### src/rtl/tw_pkg.sv
package tw_pkg;
    typedef enum logic [0:0] {
        ST_IDLE = 1'b0,
        ST_RUN  = 1'b1
    } tw_state_e;
endpackage

### src/rtl/tw_cell.sv
// One accumulator bit: full adder whose A operand is replaced by NOT B when
// the bit has a fixed weight, so the carry leaves exactly as it arrived.
module tw_cell (
    input  logic a_i,
    input  logic b_i,
    input  logic c_i,
    input  logic fixed_i,
    output logic s_o,
    output logic c_o
);
    logic a_eff;
    assign a_eff = fixed_i ? ~b_i : a_i;
    assign s_o   = a_eff ^ b_i ^ c_i;
    assign c_o   = (a_eff & b_i) | (c_i & (a_eff ^ b_i));
endmodule

### src/rtl/tw_block.sv
// Carry-select block: two ripple lanes, one assuming carry-in 0, one assuming 1.
module tw_block #(
    parameter int BW = 4
) (
    input  logic [BW-1:0] a_i,
    input  logic [BW-1:0] b_i,
    input  logic [BW-1:0] fixed_i,
    output logic [BW-1:0] s0_o,
    output logic [BW-1:0] s1_o,
    output logic          c0_o,
    output logic          c1_o
);
    logic [BW:0] ch0;
    logic [BW:0] ch1;

    assign ch0[0] = 1'b0;
    assign ch1[0] = 1'b1;

    for (genvar i = 0; i < BW; i++) begin : g_bit
        tw_cell u_lane0 (
            .a_i    (a_i[i]),
            .b_i    (b_i[i]),
            .c_i    (ch0[i]),
            .fixed_i(fixed_i[i]),
            .s_o    (s0_o[i]),
            .c_o    (ch0[i+1])
        );
        tw_cell u_lane1 (
            .a_i    (a_i[i]),
            .b_i    (b_i[i]),
            .c_i    (ch1[i]),
            .fixed_i(fixed_i[i]),
            .s_o    (s1_o[i]),
            .c_o    (ch1[i+1])
        );
    end

    assign c0_o = ch0[BW];
    assign c1_o = ch1[BW];
endmodule

### src/rtl/tri_weight_patgen.sv
module tri_weight_patgen #(
    parameter int WIDTH = 8,
    parameter int BLK   = 4
) (
    input  logic             clk_i,
    input  logic             rst_i,
    input  logic             enable_i,
    input  logic [WIDTH-1:0] seed_i,
    input  logic [WIDTH-1:0] addend_i,
    input  logic [WIDTH-1:0] force1_i,
    input  logic [WIDTH-1:0] force0_i,
    output logic [WIDTH-1:0] pattern_o
);
    import tw_pkg::*;

    localparam int NBLK = WIDTH / BLK;

    tw_state_e        state_q, state_d;
    logic [WIDTH-1:0] pat_q;
    logic [WIDTH-1:0] fixed_w;
    logic [WIDTH-1:0] sum_w;
    logic [WIDTH-1:0] next_w;
    logic [NBLK:0]    blk_carry;
    logic             step_w;

    assign fixed_w      = force0_i | force1_i;
    assign blk_carry[0] = 1'b0;

    for (genvar b = 0; b < NBLK; b++) begin : g_blk
        logic [BLK-1:0] s0, s1;
        logic           c0, c1;
        tw_block #(.BW(BLK)) u_blk (
            .a_i    (pat_q[b*BLK +: BLK]),
            .b_i    (addend_i[b*BLK +: BLK]),
            .fixed_i(fixed_w[b*BLK +: BLK]),
            .s0_o   (s0),
            .s1_o   (s1),
            .c0_o   (c0),
            .c1_o   (c1)
        );
        assign sum_w[b*BLK +: BLK] = blk_carry[b] ? s1 : s0;
        assign blk_carry[b+1]      = blk_carry[b] ? c1 : c0;
    end

    // weight override: force-low has priority over force-high
    assign next_w = (sum_w | force1_i) & ~force0_i;

    // state register
    always_ff @(posedge clk_i) begin
        if (rst_i) state_q <= ST_IDLE;
        else       state_q <= state_d;
    end

    // next-state logic
    always_comb begin
        state_d = state_q;
        unique case (state_q)
            ST_IDLE: if (enable_i)  state_d = ST_RUN;
            ST_RUN:  if (!enable_i) state_d = ST_IDLE;
            default: state_d = ST_IDLE;
        endcase
    end

    // output process: the pattern register
    always_comb begin
        step_w = 1'b0;
        unique case (state_q)
            ST_IDLE: step_w = 1'b0;
            ST_RUN:  step_w = enable_i;
            default: step_w = 1'b0;
        endcase
    end

    always_ff @(posedge clk_i) begin
        if (rst_i)       pat_q <= seed_i;
        else if (step_w) pat_q <= next_w;
    end

    assign pattern_o = pat_q;
endmodule

### config.mk
export PLATFORM = sky130hd
export DESIGN_NAME = tri_weight_patgen
export DESIGN_NICKNAME = d
export VERILOG_FILES = /design/src/rtl/tw_pkg.sv /design/src/rtl/tw_cell.sv /design/src/rtl/tw_block.sv /design/src/rtl/tri_weight_patgen.sv
export SDC_FILE = /design/constraint.sdc
export NUM_CORES = 1
export LEC_CHECK = 0
export BUFFER_PORTS_ARGS = -buffer_cell sky130_fd_sc_hd__buf_2
export CAP_MARGIN = 20
export CORE_UTILIZATION = 47
export DETAILED_ROUTE_END_ITERATION = 6
export PLACE_DENSITY = 0.88
export SLEW_MARGIN = 20
export SYNTH_ARGS = -nofsm -noshare
export SYNTH_HDL_FRONTEND = slang
export SYNTH_SLANG_ARGS = --single-unit
export TNS_END_PERCENT = 100
### constraint.sdc
create_clock -name clk_i -period 9.4 [get_ports clk_i]
set_input_delay 2.82 -clock clk_i [delete_from_list [all_inputs] [get_ports clk_i]]
set_output_delay 2.82 -clock clk_i [all_outputs]
set_load 0.02 [all_outputs]
==> impl_metrics.ini, run 1 <==
[status]
status = finished clean

[worst_setup_path]
worst_ep_arrival_time_ps = 5680
r2r_cells = 14
crit_required_ps = 9410
crit_path_max_incr_delay_ps = 390
startpoint_type = primary input
worstSetupEndpointType = flip-flop
slowest_stage = fa_1
crit_fanout = 2
path_class = in2reg
path_depth = 16
cp_cell_sequence = buf_2 > nor2_1 > nand2_1 > o21ai_0 > ha_1 > inv_1 > fa_1 > fa_1 > inv_1 > fa_1 > mux2i_1 > fa_1 > fa_1 > xnor3_1 > nor2_1 > o31ai_2
path_buf_inv = 3
crit_family = adder cells
critPathMostFrequentCell = fa_1

[clocking]
h-tree-depth = 1
clk_pin_slew_ps = 60
post_cts_buffers = 0
cts_resized = 0
cts_buffer_depth = 2
ctsHoldBuffers = 0
clock_sinks = 9
root_buffer = clkbuf_4
cts_tree = built
worstSkewPairLatency_ps = 260
cts_made_buffers = 3

[grt]
first_global_vias = 617
grt_first_pass_wirelength_mm = 2.46
antenna_found_initial = 0
grt_remaining_overflow = 0
grt_max_degree = 19
grt.total_usage_pct = 17.8

[timing]
max_clock_freq_mhz = 176
worstMarginPinSlew_ps = 338
hold_viol = 0
max-slew-margin-rel_pct = 77.5
fin_worst_skew_ps = 0.751
finalCritPeriodShare_pct = 60.3
rsz0062_at_grt = false
fin_crit_ps = 5670
maxSlewViolCount = 0
finalSetupTns_ps = 0
finalSetupViolCount = 0

[floorplanning]
initial_core_util_pct = 51.2
coreArea_um2 = 1540
die_h_um = 43.0
die_area_um2 = 1850
rows = 14
io_pins = 43
fp.dieW_um = 43.0

[run]
max_cap_viol_count = 0

[synthesis]
synth.distinct_cells = 20
ys_seq_area_share_pct = 33.0
synth-simple-area-share_pct = 16.3
syn_area_um2 = 790
syn-mean-instance-area_um2 = 9.18
syn_inst = 86
yosys_warnings = 0
synth-compound-area-share_pct = 14.6
synthAdderAreaFrac_pct = 17.4
synth_top_family_by_area = adder cells
synth_xor_area_share_pct = 3.96
syn_nets = 129
yosys_register_bits = 9
synthMuxAreaShare_pct = 1.27

[placed_design]
gp_congestion = 0.714
dp_hpwl_mm = 1.30
dpl-instance-area_um2 = 943
portBuffers = 42

[detailed_routing]
drtIter0Drc = 8
drcViolationCount = 0
vias = 698
firstDrtPassIters = 4
post_drt_via_cell_ratio = 5.06
routed_wl_mm = 1.55
ant_nets = 0
avgRoutedWirePerCell_um = 11.3

[layout]
postLayoutCoreUtil_pct = 62.9
final_common_cell = buf_2
syn_to_final_growth_pct = 22.8
nets = 166
drive_gt1_share_pct = 37.7
antenna_cells = 0
mostFrequentLayoutCells = 42 x buf_2, 15 x nor2_1, 11 x nand2_1, 8 x inv_1, 8 x edfxtp_1
fin_area_um2 = 970

[hold_path]
holdCritPathClass = reg2reg
hold_depth = 1

[power]
ir_drop_mv = 0.0744
p_leak_nw = 0.491
powerDensity_nw_per_um2 = 123
[synth_stat cells]
| master | number | area, um^2 |
|---|---|---|
| a21o_1 | 1 | 7.51 |
| a21oi_1 | 4 | 20.0 |
| buf_2 | 1 | 5.00 |
| buf_4 | 8 | 60.1 |
| buf_6 | 1 | 11.3 |
| dfxtp_1 | 1 | 20.0 |
| edfxtp_1 | 8 | 240 |
| fa_1 | 5 | 100 |
| ha_1 | 3 | 37.5 |
| inv_1 | 8 | 30.0 |
| mux2i_1 | 1 | 10.0 |
| nand2_1 | 11 | 41.3 |
| nor2_1 | 15 | 56.3 |
| nor2b_1 | 5 | 31.3 |
| o21a_1 | 1 | 7.51 |
| o21ai_0 | 3 | 15.0 |
| o31ai_1 | 7 | 52.6 |
| o31ai_2 | 1 | 12.5 |
| xnor3_1 | 1 | 22.5 |
| xor2_1 | 1 | 8.76 |
[where the power goes]
group	internal, mW	switching [mW]	leakage [nW]
sequential	0.0480	0.00169	0.0896
clock	0.0164	0.0141	0.0150
combinational	0.0188	0.0208	0.386
[cells by family after synthesis]
logic type,after synthesis
muxes,1
buffers and inverters,18
adders and majority gates,8
and+or+nand+nor,31
xor gates and xnor gates,2
DFF,9
AOI/OAI and AO/OA,17
[worst paths after layout]
path                               start                      to  slack (ps)
setup reg to reg  pattern_o[0]$_DFFE_PP_  pattern_o[7]$_DFFE_PP_        6200
hold / removal        state_q$_SDFF_PP0_  pattern_o[6]$_DFFE_PP_         800
hold reg to reg       state_q$_SDFF_PP0_  pattern_o[6]$_DFFE_PP_         800
setup / recovery             force1_i[0]  pattern_o[7]$_DFFE_PP_        3730
[sequential cells by signal (all words and copies together) (netlist names)]
name and count:
pattern_o 8, state_q 1
[layout make-up]
class                      instances  area, um^2
clock buffer                       4        26.3
tap                               16        20.0
sequential                         9         260
timing repair buffer              42         210
fill                             141         572
inverter                           8        30.0
multi-input combinational         59         423
[metrics by stage]
| stage | setup WS, ps | total power [mW] | hold slack (ps) | std cells |
|---|---|---|---|---|
| after detailed placement | 3440 | 0.0903 | 803 | 134 |
| after global routing | 3460 | 0.129 | 832 | 138 |
| after floorplan | 3730 | 0.0794 | 706 | 86 |
| after CTS | 3720 | 0.121 | 816 | 138 |
| final | 3730 | 0.120 | 802 | 138 |
| after global placement | 3520 | 0.0885 | 788 | 134 |
[metal layers]
layer	vias to the layer above	routed length, um	track usage, %
met1	312	648	21.6
met4	0	10	7.27
li1	352	-	-
met2	32	785	30.9
met3	2	110	2.98
met5	-	0	0
No activity file was read; power rests on OpenSTA's default activity.
==> inputs of run 2 (changes only) <==
CORE_ASPECT_RATIO = 0.75   (was unset)
CORE_UTILIZATION = 39   (was 47)
PLACE_DENSITY = 0.78   (was 0.88)
clock period = 4.6 ns   (was 9.4 ns; I/O delays follow)
==> run 2 against run 1 <==
Setup slack lost 3400 ps. Power rose by 100%. Count of clock-buffer cells in the layout is the same. First-iteration DRC count decreased by 25%. Core utilization decreased by 9.3 points. Clock power up 100%. Cell area rose by 0.77%. Register-to-register slack worse by 4800 ps. Sequential share of layout area is 0.21 points lower. Sequential cell count is the same. Via count is 0.43% lower. Final cell count grew 4.3%. Highest routed layer unchanged.
==> impl_metrics.ini, run 2 (same netlist as run 1, synthesis figures left out) <==
[worst_setup_path]
crit_required_ps = 4610
crit_path_max_incr_delay_ps = 390
worst_ep_arrival_time_ps = 4260
critPathMostFrequentCell = fa_1
startpoint_type = primary input
slowest_stage = fa_1
path_class = in2reg
crit_fanout = 2
r2r_slack_ps = 1370
crit_family = adder cells
worstSetupEndpointType = flip-flop
cp_cell_sequence = buf_2 > nor2_1 > nand2_1 > o21ai_0 > ha_1 > inv_1 > fa_1 > fa_1 > inv_1 > fa_1 > mux2i_1 > fa_1 > fa_1 > xnor3_1 > nor2_1 > o31ai_2
path_buf_inv = 3

[timing]
finalSetupViolCount = 0
finalCritPeriodShare_pct = 92.4
rsz0062_at_grt = false
fin_worst_skew_ps = 1.29
maxSlewViolCount = 0
worstMarginPinSlew_ps = 326
hold_viol = 0
max_clock_freq_mhz = 235
max-slew-margin-rel_pct = 78.3
fin_crit_ps = 4250
timing.hold.ws_ps = 781
finalSetupTns_ps = 0
fin_ws_ps = 351

[detailed_routing]
post_drt_via_cell_ratio = 4.83
firstDrtPassIters = 3
drcViolationCount = 0
ant_nets = 0
avgRoutedWirePerCell_um = 10.4
vias = 695
routed_wl_mm = 1.49
drtIter0Drc = 6

[grt]
grt.total_usage_pct = 16.3
grt_remaining_overflow = 0
antenna_found_initial = 0
grt_max_degree = 19
grt_first_pass_wirelength_mm = 2.31
first_global_vias = 593

[floorplanning]
initial_core_util_pct = 43.3
coreArea_um2 = 1820
die_h_um = 41.0
rows = 13
io_pins = 43
die_area_um2 = 2210
fp.dieW_um = 54.0

[run]
max_cap_viol_count = 0

[power]
ir_drop_mv = 0.144
powerDensity_nw_per_um2 = 249
p_leak_nw = 0.491
power.total_uw = 243

[clocking]
post_cts_buffers = 0
cts_tree = built
clock_sinks = 9
root_buffer = clkbuf_4
cts_made_buffers = 3
cts_buffer_depth = 2
worstSkewPairLatency_ps = 260
ctsHoldBuffers = 0
cts_resized = 0
clk_pin_slew_ps = 60
h-tree-depth = 1

[placed_design]
dp_hpwl_mm = 1.27
portBuffers = 42
gp_congestion = 0.653
dpl-instance-area_um2 = 951
dp.cells = 140
pre_cts_ws_ps = 19.0

[hold_path]
holdCritPathClass = reg2reg

[layout]
fin_area_um2 = 977
final_common_cell = buf_2
antenna_cells = 0
stdcell_count = 144
nets = 166
syn_to_final_growth_pct = 23.8
seqCellArea_um2 = 260
fillerInstances = 184
mostFrequentLayoutCells = 42 x buf_2, 15 x nor2_1, 11 x nand2_1, 8 x inv_1, 8 x edfxtp_1
largest_reg_flops = 8
postLayoutCoreUtil_pct = 53.6
drive_gt1_share_pct = 37.7
multi_input_area_um2 = 423

[status]
status = finished clean
==> run 2: per-layer routing <==
layer	GRT usage, %	up-vias	share of wire (%)
met5	0	-	0
met4	7.89	0	1.7
met3	4.44	3	8.3
met2	30.2	33	45
met1	17.7	305	45
li1	-	354	-
==> run 2: power breakdown <==
part	internal, mW	total [mW]	switching, mW
Clock	0.0335	0.0614	0.0280
Sequential	0.0981	0.102	0.00356
Combinational	0.0384	0.0800	0.0416
==> run 2: final timing paths <==
path | startpoint | to | cells past startpoint
hold / removal | state_q$_SDFF_PP0_ | pattern_o[7]$_DFFE_PP_ | 1
hold reg to reg | state_q$_SDFF_PP0_ | pattern_o[7]$_DFFE_PP_ | 1
setup reg to reg | pattern_o[0]$_DFFE_PP_ | pattern_o[7]$_DFFE_PP_ | 14
setup / recovery | force1_i[0] | pattern_o[7]$_DFFE_PP_ | 16
==> run 2: worst reg2reg max path: cells and delay by family (launching register included) <==
| family | cells | cell delay (ps) |
|---|---|---|
| adders and majority gates | 6 | 1900 |
| and+or+nand+nor | 2 | 180 |
| DFF | 1 | 350 |
| xor gates and xnor gates | 1 | 180 |
| muxes | 1 | 110 |
| AOI/OAI and AO/OA | 2 | 130 |
| buffers and inverters | 2 | 120 |
==> run 2: cell type report <==
class / instances / share of cell area (%)
Multi-Input combinational cell: 59 / 43.3
Tap cell: 22 / 2.82
Clock buffer: 4 / 2.69
Inverter: 8 / 3.07
Sequential cell: 9 / 26.6
Timing Repair Buffer: 42 / 21.5
